**config.mk**
```make
export PLATFORM = sky130hd
export DESIGN_NAME = tick_timer_top
export DESIGN_NICKNAME = d
export VERILOG_FILES = /design/src/rtl/tick_pkg.sv /design/src/rtl/tick_prescaler.sv /design/src/rtl/tick_regs.sv /design/src/rtl/tick_counter.sv /design/src/rtl/tick_timer_top.sv
export SDC_FILE = /design/constraint.sdc
export NUM_CORES = 1
export LEC_CHECK = 0
export BUFFER_PORTS_ARGS = -buffer_cell sky130_fd_sc_hd__buf_2
export CORE_UTILIZATION = 40
export DETAILED_ROUTE_END_ITERATION = 6
export PLACE_DENSITY_LB_ADDON = 0.3
export SLEW_MARGIN = 30
export SYNTH_ARGS = -nofsm -noshare
export SYNTH_HDL_FRONTEND = slang
export SYNTH_SLANG_ARGS = --single-unit
```
**constraint.sdc**
```tcl
create_clock -name clk_i -period 1.95 [get_ports clk_i]
set_input_delay 0.0975 -clock clk_i [delete_from_list [all_inputs] [get_ports clk_i]]
set_output_delay 0.0975 -clock clk_i [all_outputs]
set_load 0.01 [all_outputs]
```
**src/rtl/tick_pkg.sv**
```systemverilog
`timescale 1ns/1ps
package tick_pkg;

  typedef enum logic [1:0] {
    SEL_CTRL    = 2'd0,
    SEL_RELOAD  = 2'd1,
    SEL_CURRENT = 2'd2,
    SEL_NONE    = 2'd3
  } reg_sel_e;

  // control/status bit positions
  localparam int CTRL_RUN_BIT  = 0;
  localparam int CTRL_IRQ_BIT  = 1;
  localparam int CTRL_RATE_BIT = 2;
  localparam int CTRL_FLAG_BIT = 16;

  typedef struct packed {
    logic run;
    logic irq_en;
    logic full_rate;
  } ctrl_t;

endpackage

```
**src/rtl/tick_prescaler.sv**
```systemverilog
`timescale 1ns/1ps
module tick_prescaler #(
  parameter int DIV_LOG2 = 3
) (
  input  logic clk_i,
  input  logic rst_ni,
  output logic pulse_o
);

  generate
    if (DIV_LOG2 > 0) begin : g_div
      logic [DIV_LOG2-1:0] phase_q, phase_d;

      always_comb begin
        phase_d = phase_q + {{(DIV_LOG2-1){1'b0}}, 1'b1};
      end

      always_ff @(posedge clk_i or negedge rst_ni) begin
        if (!rst_ni) phase_q <= '0;
        else         phase_q <= phase_d;
      end

      assign pulse_o = &phase_q;


      pulse_spacing_chk: assert property (@(posedge clk_i) disable iff (!rst_ni)
        pulse_o |=> !pulse_o);
    end else begin : g_nodiv
      logic unused_inputs;
      assign unused_inputs = clk_i ^ rst_ni;
      assign pulse_o = 1'b1;
    end
  endgenerate

endmodule

```
**src/rtl/tick_regs.sv**
```systemverilog
`timescale 1ns/1ps
module tick_regs
  import tick_pkg::*;
#(
  parameter int CNT_W  = 24,
  parameter int DATA_W = 32
) (
  input  logic              clk_i,
  input  logic              rst_ni,
  input  logic [1:0]        sel_i,
  input  logic              wr_en_i,
  input  logic              rd_en_i,
  input  logic [DATA_W-1:0] wdata_i,
  input  logic [CNT_W-1:0]  cnt_i,
  input  logic              flag_i,
  output ctrl_t             ctrl_o,
  output logic [CNT_W-1:0]  reload_o,
  output logic              cur_wr_o,
  output logic              flag_clr_o,
  output logic [DATA_W-1:0] rdata_o
);

  reg_sel_e sel;
  ctrl_t ctrl_q, ctrl_d;
  logic [CNT_W-1:0] reload_q, reload_d;
  logic ctrl_wr, reload_wr;
  logic unused_wdata;

  assign sel          = reg_sel_e'(sel_i);
  assign ctrl_wr      = wr_en_i && (sel == SEL_CTRL);
  assign reload_wr    = wr_en_i && (sel == SEL_RELOAD);
  assign cur_wr_o     = wr_en_i && (sel == SEL_CURRENT);
  assign flag_clr_o   = rd_en_i && (sel == SEL_CTRL);
  assign unused_wdata = ^wdata_i[DATA_W-1:CNT_W];

  always_comb begin
    ctrl_d = ctrl_q;
    if (ctrl_wr) begin
      ctrl_d.run       = wdata_i[CTRL_RUN_BIT];
      ctrl_d.irq_en    = wdata_i[CTRL_IRQ_BIT];
      ctrl_d.full_rate = wdata_i[CTRL_RATE_BIT];
    end
  end

  always_comb begin
    reload_d = reload_q;
    if (reload_wr) reload_d = wdata_i[CNT_W-1:0];
  end

  always_ff @(posedge clk_i or negedge rst_ni) begin
    if (!rst_ni) begin
      ctrl_q   <= '0;
      reload_q <= '0;
    end else begin
      ctrl_q   <= ctrl_d;
      reload_q <= reload_d;
    end
  end

  assign ctrl_o   = ctrl_q;
  assign reload_o = reload_q;

  always_comb begin
    rdata_o = '0;
    case (sel)
      SEL_CTRL: begin
        rdata_o[CTRL_RUN_BIT]  = ctrl_q.run;
        rdata_o[CTRL_IRQ_BIT]  = ctrl_q.irq_en;
        rdata_o[CTRL_RATE_BIT] = ctrl_q.full_rate;
        rdata_o[CTRL_FLAG_BIT] = flag_i;
      end
      SEL_RELOAD:  rdata_o = DATA_W'(reload_q);
      SEL_CURRENT: rdata_o = DATA_W'(cnt_i);
      default:     rdata_o = '0;
    endcase
  end


  reload_store_chk: assert property (@(posedge clk_i) disable iff (!rst_ni)
    reload_wr |=> reload_o == $past(wdata_i[CNT_W-1:0]));

endmodule

```
**src/rtl/tick_counter.sv**
```systemverilog
`timescale 1ns/1ps
module tick_counter
  import tick_pkg::*;
#(
  parameter int CNT_W = 24
) (
  input  logic             clk_i,
  input  logic             rst_ni,
  input  ctrl_t            ctrl_i,
  input  logic             pre_pulse_i,
  input  logic [CNT_W-1:0] reload_i,
  input  logic             cur_wr_i,
  input  logic             flag_clr_i,
  output logic [CNT_W-1:0] cnt_o,
  output logic             flag_o,
  output logic             irq_o
);

  localparam logic [CNT_W-1:0] CNT_ONE = {{(CNT_W-1){1'b0}}, 1'b1};

  logic [CNT_W-1:0] cnt_q, cnt_d;
  logic flag_q, flag_d, irq_q, irq_d;
  logic tick, wrap;

  assign tick = ctrl_i.run && (ctrl_i.full_rate || pre_pulse_i);

  always_comb begin
    cnt_d  = cnt_q;
    flag_d = flag_q;
    irq_d  = 1'b0;
    wrap   = 1'b0;
    if (cur_wr_i) begin
      cnt_d  = '0;
      flag_d = 1'b0;
    end else begin
      if (tick) begin
        if (cnt_q == '0) begin
          cnt_d = reload_i;
        end else begin
          cnt_d = cnt_q - CNT_ONE;
          wrap  = (cnt_q == CNT_ONE);
        end
      end
      if (flag_clr_i) flag_d = 1'b0;
      if (wrap)       flag_d = 1'b1;
      irq_d = wrap && ctrl_i.irq_en;
    end
  end

  always_ff @(posedge clk_i or negedge rst_ni) begin
    if (!rst_ni) begin
      cnt_q  <= '0;
      flag_q <= 1'b0;
      irq_q  <= 1'b0;
    end else begin
      cnt_q  <= cnt_d;
      flag_q <= flag_d;
      irq_q  <= irq_d;
    end
  end

  assign cnt_o  = cnt_q;
  assign flag_o = flag_q;
  assign irq_o  = irq_q;


  reload_on_zero_chk: assert property (@(posedge clk_i) disable iff (!rst_ni)
    (tick && cnt_o == '0 && !cur_wr_i) |=> cnt_o == $past(reload_i));


  irq_gated_chk: assert property (@(posedge clk_i) disable iff (!rst_ni)
    irq_o |-> (flag_o && $past(ctrl_i.irq_en)));


  irq_single_chk: assert property (@(posedge clk_i) disable iff (!rst_ni)
    irq_o |=> !irq_o);


  cur_write_clear_chk: assert property (@(posedge clk_i) disable iff (!rst_ni)
    cur_wr_i |=> (cnt_o == '0 && !flag_o && !irq_o));


  zero_reload_hold_chk: assert property (@(posedge clk_i) disable iff (!rst_ni)
    (reload_i == '0 && cnt_o == '0 && !cur_wr_i) |=> (cnt_o == '0 && !irq_o));


  stopped_hold_chk: assert property (@(posedge clk_i) disable iff (!rst_ni)
    (!ctrl_i.run && !cur_wr_i) |=> $stable(cnt_o));

endmodule

```
**src/rtl/tick_timer_top.sv**
```systemverilog
`timescale 1ns/1ps
module tick_timer_top
  import tick_pkg::*;
#(
  parameter int CNT_W    = 24,
  parameter int DATA_W   = 32,
  parameter int DIV_LOG2 = 3
) (
  input  logic              clk_i,
  input  logic              rst_ni,
  input  logic [1:0]        sel_i,
  input  logic              wr_en_i,
  input  logic              rd_en_i,
  input  logic [DATA_W-1:0] wdata_i,
  output logic [DATA_W-1:0] rdata_o,
  output logic              irq_o
);

  logic [1:0] rst_sync_q;
  logic rst_n_int;
  ctrl_t ctrl;
  logic [CNT_W-1:0] reload, cnt;
  logic cur_wr, flag_clr, flag, pre_pulse;

  always_ff @(posedge clk_i or negedge rst_ni) begin
    if (!rst_ni) rst_sync_q <= 2'b00;
    else         rst_sync_q <= {rst_sync_q[0], 1'b1};
  end
  assign rst_n_int = rst_sync_q[1];

  tick_prescaler #(.DIV_LOG2(DIV_LOG2)) u_pre (
    .clk_i   (clk_i),
    .rst_ni  (rst_n_int),
    .pulse_o (pre_pulse)
  );

  tick_regs #(.CNT_W(CNT_W), .DATA_W(DATA_W)) u_regs (
    .clk_i      (clk_i),
    .rst_ni     (rst_n_int),
    .sel_i      (sel_i),
    .wr_en_i    (wr_en_i),
    .rd_en_i    (rd_en_i),
    .wdata_i    (wdata_i),
    .cnt_i      (cnt),
    .flag_i     (flag),
    .ctrl_o     (ctrl),
    .reload_o   (reload),
    .cur_wr_o   (cur_wr),
    .flag_clr_o (flag_clr),
    .rdata_o    (rdata_o)
  );

  tick_counter #(.CNT_W(CNT_W)) u_cnt (
    .clk_i       (clk_i),
    .rst_ni      (rst_n_int),
    .ctrl_i      (ctrl),
    .pre_pulse_i (pre_pulse),
    .reload_i    (reload),
    .cur_wr_i    (cur_wr),
    .flag_clr_i  (flag_clr),
    .cnt_o       (cnt),
    .flag_o      (flag),
    .irq_o       (irq_o)
  );

endmodule

```
=== Word-level counts from Yosys, hierarchy flattened ===
Cells that the tools add are included.

* Add/subtract/negate cells: 2
* Equal/unequal tests: 3
* Multiplexer cells: 14
* Reduce and logical (&&, ||, !) cells: 12

{| class="wikitable"
|+ Operators with widths
! kind !! count
|-
| $mux 24 || 3
|-
| $pmux 13 s2 || 1
|-
| $eq 24x1->1 const B || 1
|-
| $logic_not 24->1 || 1
|-
| $sub 24x1->24 const B || 1
|-
| $pmux 7 s2 || 1
|-
| $pmux 3 s3 || 1
|-
| $mux 1 || 7
|-
| $logic_and 1x1->1 || 6
|-
| $add 3x1->3 const B || 1
|-
| $pmux 1 s3 || 1
|-
| $reduce_and 3->1 || 1
|-
| $reduce_bool 3->1 || 1
|-
| $eq 2x1->1 const B || 1
|-
| $eq 2x2->1 const B || 1
|-
| $logic_not 2->1 || 1
|-
| $reduce_bool 2->1 || 1
|-
| $logic_or 1x1->1 || 1
|}

* Register bits: 58
* Bits of input ports: 38
* Output and inout bits: 33
* Word-level logic and storage cells: 40

=== Longest topological paths before layout ===
Gate-level depths: netlist of the first run.

* Depth in word-level cells: 7
* Gate-level depth with buffers: 9
* Gate-level depth less buffers: 7

=== Hierarchy ===
From an unflattened synthesis of the first run, not the netlist that was laid out.

* Cell total of the unflattened synthesis: 361
* Area, all modules: 3668.5 um^2

{| class="wikitable"
|+ Modules (own cells, without submodules)
! module !! times used !! cells each !! area an instance (um^2) !! sequential area each (um^2)
|-
| tick_counter || 1 || 221 || 1908.1 || 650.6
|-
| tick_regs || 1 || 131 || 1602.8 || 675.6
|-
| tick_prescaler || 1 || 6 || 103.8 || 75.1
|-
| tick_timer_top || 1 || 3 || 53.8 || 50.0
|}

=== Worst setup path before layout of the first run ===
No wires, ideal clock.

* Path kind: register to register
* From: register u_cnt.cnt_q[0] (netlist: u_cnt.cnt_o[0])
* To: register u_cnt.cnt_q[22] (netlist: u_cnt.cnt_o[22])
* Setup time: 0.142 ns
* Arrival: 2.065 ns
* Required time: 1.808 ns
* Setup slack: -0.256 ns
* Stages on the path, launching flop included: 8
* Buffers on the path: 1
* Period minus slack after synthesis: 2.206 ns
* Path through: dfrtp_1 > inv_1 > ha_1 > or3b_2 > clkbuf_1 > or3_1 > o311ai_0 > o211ai_1

* Cells in the longest elaborated chain, start to end: 4
* Elaborated cells on any way between the ends: 5
* Classes of those cells: add/sub (1); mux (3); reduce/logical (1)

{| class="wikitable"
|+ RTL lines
! what !! RTL line !! text
|-
| start, declared || tick_counter.sv:21 || <nowiki>logic [CNT_W-1:0] cnt_q, cnt_d;</nowiki>
|-
| start signal, assigned || tick_counter.sv:56 || <nowiki>cnt_q <= cnt_d;</nowiki>
|-
| $sub 24x1->24 or $logic_not 24->1 (tied branches) || tick_counter.sv:40, tick_counter.sv:37 ||
|-
| $mux 24 * || tick_counter.sv:37 || <nowiki>if (cnt_q == '0) begin</nowiki>
|-
| $mux 24 * || tick_counter.sv:36 || <nowiki>if (tick) begin</nowiki>
|-
| $mux 24 * || tick_counter.sv:32 || <nowiki>if (cur_wr_i) begin</nowiki>
|}

Mark *: on every way between the ends. The rest lies on a longest branch, timed or not. The select of a mux whose other input is x is not followed.
A chain may end at the register's enable or synchronous reset.

=== Worst setup path in the final report of the first run ===
* From: register u_cnt.cnt_q[1] (netlist: u_cnt.cnt_o[1])
* To: register u_cnt.cnt_q[8] (netlist: u_cnt.cnt_o[8])

Same word-level chain as after synthesis.

==> out/metrics.cfg, run 1 <==
[status]
status = finished, violations left
violations = negative setup slack

[sta]
hold_viol = 0
fin_crit_sh_pct = 107
report.final.setup_viol = 21
period_minus_slack_ns = 2.09
rsz0062_at_grt = true
slew_violations = 0
skew_ns = 0.0121
fmax_ghz = 0.478
fin_ws_ns = -0.143

[place]
routabilityCongestion = 0.916
io_buffers = 54
dpl.hpwl_um = 7140
postPlaceCellArea_mm2 = 0.00429
dp_slack_ns = -0.139

[setup_path]
reg2reg_depth = 9
crit_slowest_cell = dfrtp_1
rr_endpoint = u_cnt.cnt_o[8]$_DFFE_PN0P_
path_cells = inv_2, ha_4, nor2b_4, buf_6, nand4_1, or2_4, buf_12, mux2i_1, o22ai_1
path_max_fanout = 11
start_kind = flop
cpPeakStageDelay_ns = 0.42
worst-setup-path-type = flop to flop
path_buf_inv = 3
worst-r2r-setup-slack_ns = -0.14
worst_ep_arrival_time_ns = 2.31
worstPathRequired_ns = 2.17
critical_path.top_delay_family = simple AND/OR/NAND/NOR gates
end_kind = flop
r2r-start = u_cnt.cnt_o[1]$_DFFE_PN0P_

[floorplan]
start_util_pct = 41.7
die_x_um = 95.3
die_area_mm2 = 0.00908
placementRows = 33
io_pins = 71
die_h_um = 95.3
core-area_mm2 = 0.00834

[routing]
wl_met3_um = 688
drt-met1-wl_um = 4800
route.met2.wl_um = 5550
drtPass1Iterations = 5
drc_errors = 0
detail-route-antenna-nets = 0
post_drt_wl_per_cell_um = 18.6
drt_iter0_markers = 263
top_layer = met4
vias = 3583
vias_per_cell = 5.82
routed_wl_um = 11500

[clocking]
cts_tree = yes
clock_latency_ns = 0.35
clock_sinks = 58
root_buffer = clkbuf_8
cts-htree-levels = 3
numCtsBuffers = 9
clk_path_buf_depth = 2
clkSlewWorstSetupHoldPaths_ns = 0.08

[worst_hold_path]
worstHoldPathCells = 2
hold_start = wdata_i[1]
min_to = u_regs.ctrl_o[1]$_DFFE_PN0P_
hold_path.class = primary input to flop

[yosys]
ys_ff_latch = 58
synth_warnings = 0
ys.flop_type = dfrtp_1
ys_seq_area_share_pct = 41.7
syn_avg_cell_area_um2 = 9.70
yosysUniqueCellTypes = 52
syn_area_mm2 = 0.00348
synthTopCellsByArea = dfrtp_1, mux2_2, a22oi_1
synth_edf_count = 0
async_flop_share_pct = 100
synth_top_cell_area_share_pct = 41.7
synth_top_cell_by_area = dfrtp_1
yosys-top-cells-count = dfrtp_1, mux2_2, nand2_1
syn_inst = 359
yosys.cell_count.top_type = dfrtp_1

[cells_and_area]
finalNetCount = 553
multiInputGateArea_mm2 = 0.00212
fillers = 624
fin_area_mm2 = 0.00522
n_antenna_cell = 0
seq_area_mm2 = 0.00146
drive_above_1_share_pct = 45.4
area_delta_synth_final_pct = 49.9
post-route-util_pct = 62.6

[flow_run]
cap_violations = 0

[power]
power_mw = 5.08
powerDensity_mw_per_mm2 = 972
vdd_drop_max_mv = 0.523
leakage_nw = 2.37

[global_route]
grt-ovfl-total = 0
grt_max_degree = 57
grt_pass1_vias = 3582
antenna_found_initial = 0
track_usage_pct = 25.6
grt_pass1_wl_um = 17500

## worst reg2reg max path: stages, from the launching register on
cell and delay (ns):
dfrtp_1 0.42, inv_2 0.11, ha_4 0.15, nor2b_4 0.19
buf_6 0.12, nand4_1 0.12, or2_4 0.34, buf_12 0.17
mux2i_1 0.22, o22ai_1 0.14
## area by class of cell
cell class	instances	area share [%]
Timing Repair Buffer	163	24.0
Multi-Input combinational cell	267	40.5
Tap cell	105	2.52
Clock buffer	12	3.16
Inverter	7	0.503
Sequential cell	58	27.9
Clock inverter	4	1.39
## worst max-delay path by stage
stage                                      startpoint                     endpoint  slack [ns]  depth (start not counted)
after floorplan            u_cnt.cnt_o[0]$_DFFE_PN0P_  u_cnt.cnt_o[22]$_DFFE_PN0P_       -0.04                          7
after global placement     u_cnt.cnt_o[0]$_DFFE_PN0P_  u_cnt.cnt_o[19]$_DFFE_PN0P_       -0.03                          6
after detailed placement   u_cnt.cnt_o[0]$_DFFE_PN0P_  u_cnt.cnt_o[17]$_DFFE_PN0P_       -0.14                          7
after CTS                 u_cnt.cnt_o[11]$_DFFE_PN0P_  u_cnt.cnt_o[21]$_DFFE_PN0P_       -0.08                          6
after global routing       u_cnt.cnt_o[1]$_DFFE_PN0P_   u_cnt.cnt_o[8]$_DFFE_PN0P_       -0.17                          9
final                      u_cnt.cnt_o[1]$_DFFE_PN0P_   u_cnt.cnt_o[8]$_DFFE_PN0P_       -0.14                          9
## flip-flops by register name, summed over array words and instances, names as in the netlist
name,cells
u_cnt.cnt_o,24
rst_sync_q,2
u_pre.g_div.phase_q,3
u_cnt.irq_o,1
u_regs.ctrl_o,3
u_regs.reload_o,24
u_cnt.flag_o,1
## power by group
group	total [mW]	switching (mW)	internal [mW]
Combinational	2.09	1.01	1.08
Sequential	1.65	0.233	1.42
Clock	1.34	0.513	0.822
## what timing repair did
item / CTS / global route
gates cloned: 0 / 2
pin swaps: 10 / 19
endpoints found under the hold margin: 25 / 0
resized for setup: 22 / 43
endpoints found under the setup margin: 9 / 24
buffers inserted: 9 / 10
hold buffers: 23 / 0
## logic make-up after synthesis
kind of cell,share of synthesized area (%)
flip-flops,41.7
buffers and inverters,5.82
AO/OA/AOI/OAI,17.3
other,0.216
multiplexers,11.9
AND/OR/NAND/NOR,19.9
adder cells (fa/ha/maj),3.23
## placed cells by master, fill, tap and decap left out, types with 3 or more instances in the layout
cell	count
or4_4	5
dlygate4sd3_1	23
nand4_1	6
nor2_1	15
nand3_1	9
nand2_1	21
o22ai_1	8
nor2b_1	21
mux2_2	27
dfrtp_1	55
inv_1	5
nand2_2	3
o21ai_0	6
clkbuf_8	12
buf_6	14
ha_1	7
dfrtp_2	3
buf_12	3
mux2i_1	11
a222oi_1	4
a21oi_2	3
buf_2	54
conb_1	9
buf_4	68
o21ai_1	3
nor4_4	5
a22oi_1	20
o21a_1	3
a21oi_1	8
or3_1	6
nor3_1	9
a31oi_1	6
## through the flow
stage	cells	hold WS, ns	setup TNS [ns]
after global placement	557	-0.117	-0.126
after floorplan	366	-0.198	-0.0908
after global routing	616	0.0130	-2.39
after CTS	605	0.00113	-0.302
after detailed placement	557	-0.114	-0.501
final	616	0.00997	-1.17
## per-layer routing
metal	global-route usage (%)	vias to the layer above
li1	-	1621
met1	32.4	1771
met2	41.7	153
met3	4.94	38
met4	12.6	0
met5	0	-
Note: power is estimated with default switching activity, not from simulation.
==> run 2: changes to the inputs <==
- CORE_UTILIZATION: 40 -> 54
- RECOVER_POWER: default -> 25
==> out/metrics.cfg, run 2 (synthesis gave the netlist of run 1 again) <==
[sta]
hold_viol = 0  ; unchanged
whs_ns = 0.00629  ; -0.00368 ns
fmax_ghz = 0.482  ; +0.78%
rsz0062_at_grt = true
worst_pin_slew_ns = 0.740
report.final.setup_viol = 17  ; -19%
slew_violations = 0  ; unchanged
skew_ns = 0.0131  ; +0.00102 ns
fin_crit_sh_pct = 106  ; -0.83 points
period_minus_slack_ns = 2.08  ; -0.0162 ns
fin_ws_ns = -0.127  ; +0.0162 ns
relSlewSlack_pct = 50.7

[cells_and_area]
layout_commonest_cell = buf_4
n_antenna_cell = 0  ; unchanged
area_delta_synth_final_pct = 44.5
layout_common_cells = buf_4, dfrtp_1, buf_2, mux2_2, nand2_1
drive_above_1_share_pct = 44.4  ; -1.0 points
post-route-util_pct = 83.0  ; +20 points
finalNetCount = 541  ; -2.2%

[routing]
drtPass1Iterations = 6  ; +1
vias = 3678  ; +2.7%
post_drt_wl_per_cell_um = 20.0  ; +7.5%
drc_errors = 0  ; unchanged
drt_iter0_markers = 397  ; +51%
detail-route-antenna-nets = 0  ; unchanged
routed_wl_um = 11500  ; about the same
vias_per_cell = 6.42  ; +10%

[flow_run]
cap_violations = 0  ; unchanged

[global_route]
grt_max_degree = 28  ; -51%
grt-ovfl-total = 0  ; unchanged
grt_pass1_vias = 3486  ; -2.7%
antenna_found_initial = 0  ; unchanged
track_usage_pct = 34.4  ; +8.8 points
grt_pass1_wl_um = 17200  ; -1.8%

[clocking]
clock_latency_ns = 0.34  ; about the same
cts-htree-levels = 3  ; unchanged
root_buffer = clkbuf_8
cts_tree = yes
numCtsBuffers = 9  ; unchanged
clkSlewWorstSetupHoldPaths_ns = 0.06  ; -0.02 ns
clk_path_buf_depth = 2  ; unchanged
clock_sinks = 58  ; unchanged

[floorplan]
start_util_pct = 57.5  ; +16 points
die_x_um = 82.3  ; -14%
io_pins = 71  ; unchanged
core-area_mm2 = 0.00606  ; -27%
placementRows = 28  ; -15%
die_area_mm2 = 0.00677  ; -25%
die_h_um = 82.3  ; -14%

[place]
io_buffers = 54  ; unchanged
dpl.hpwl_um = 7030  ; -1.6%
routabilityCongestion = 0.890  ; -2.9%

[power]
leakage_nw = 2.27  ; -4.0%
powerDensity_mw_per_mm2 = 938  ; -3.6%
vdd_drop_max_mv = 0.714  ; +37%

[setup_path]
path_max_fanout = 5  ; -6
worst-setup-path-type = flop to flop
end_kind = flop
start_kind = flop
worstPathRequired_ns = 2.15  ; -0.02 ns
worst_ep_arrival_time_ns = 2.28  ; -0.03 ns

[worst_hold_path]
hold_path.class = primary input to flop

[status]
status = finished, violations left
violations = negative setup slack

## run 2: cell count changes in the layout (fill, tap and decap cells not counted), sizes merged
| cell | previous run | this run |
|---|---|---|
| bufinv | 2 | 1 |
| dlygate4sd3 | 23 | 20 |
| clkinvlp | 1 | 0 |
| buf | 139 | 127 |
| clkbuf | 13 | 16 |
| clkinv | 1 | 2 |
## run 2: stage by stage
stage / worst slack, ns / std cells / cell area [µm²] / TNS (ns) / power, mW
6_report: -0.127 / 573 / 5030 / -0.759 / 4.72
5_1_grt: -0.165 / 573 / 5030 / -2.01 / 4.91
4_1_cts: -0.0557 / 567 / 4800 / -0.194 / 4.47
3_5_place_dp: -0.105 / 523 / 4240 / -0.370 / 3.15
3_3_place_gp: -0.0309 / 523 / 4240 / -0.0511 / 3.09
2_1_floorplan: -0.0448 / 366 / 3540 / -0.0908 / 2.51
## run 2: worst paths after layout
| kind | startpoint | to | slack [ns] | cells past startpoint |
|---|---|---|---|---|
| min in group asynchronous | rst_ni | rst_sync_q[0]$_DFF_PN0_ | 0.06 | 2 |
| worst max-delay path | u_cnt.cnt_o[1]$_DFFE_PN0P_ | u_cnt.cnt_o[22]$_DFFE_PN0P_ | -0.13 | 7 |
| worst min-delay path | wdata_i[2] | u_regs.ctrl_o[0]$_DFFE_PN0P_ | 0.006 | 2 |
| max in group asynchronous | rst_sync_q[1]$_DFF_PN0_ | u_cnt.cnt_o[5]$_DFFE_PN0P_ | 0.60 | 1 |
| worst min register to register | rst_sync_q[1]$_DFF_PN0_ | u_cnt.cnt_o[11]$_DFFE_PN0P_ | 0.21 | 0 |
| worst max register to register | u_cnt.cnt_o[1]$_DFFE_PN0P_ | u_cnt.cnt_o[22]$_DFFE_PN0P_ | -0.13 | 7 |
## run 2: layout make-up
type | count | area (µm²)
tap | 75 | 93.8
clock inverter | 3 | 40.0
fill | 332 | 1030
multi-input combinational | 267 | 2130
clock buffer | 12 | 155
sequential | 58 | 1450
timing repair buffer | 151 | 1130
inverter | 7 | 26.3
## run 2: worst max-delay path, cell delays in order, from the launching register on
cell and delay (ns):
dfrtp_1 0.40, inv_2 0.09, buf_4 0.13, ha_4 0.13, or3b_4 0.42, or3_4 0.37
o311ai_4 0.27, o211ai_1 0.13
## run 2: repair_timing
item,CTS,global route
hold buffers,20,0
hold endpoints to repair,21,0
gates cloned,1,1
resized for setup,19,42
pin swaps,7,23
buffers inserted,8,5
endpoints found under the setup margin,9,26
## run 2: power breakdown
part / switching [mW] / total [mW] / internal, mW
Combinational: 0.980 / 1.93 / 0.946
Sequential: 0.244 / 1.66 / 1.41
Clock: 0.485 / 1.13 / 0.649
## run 2: metal layers
metal / wire length, µm / GRT usage [%]
met3: 866 / 4.40
met5: 0 / 0
met2: 5350 / 55.7
met4: 449 / 15.6
met1: 4800 / 45.8
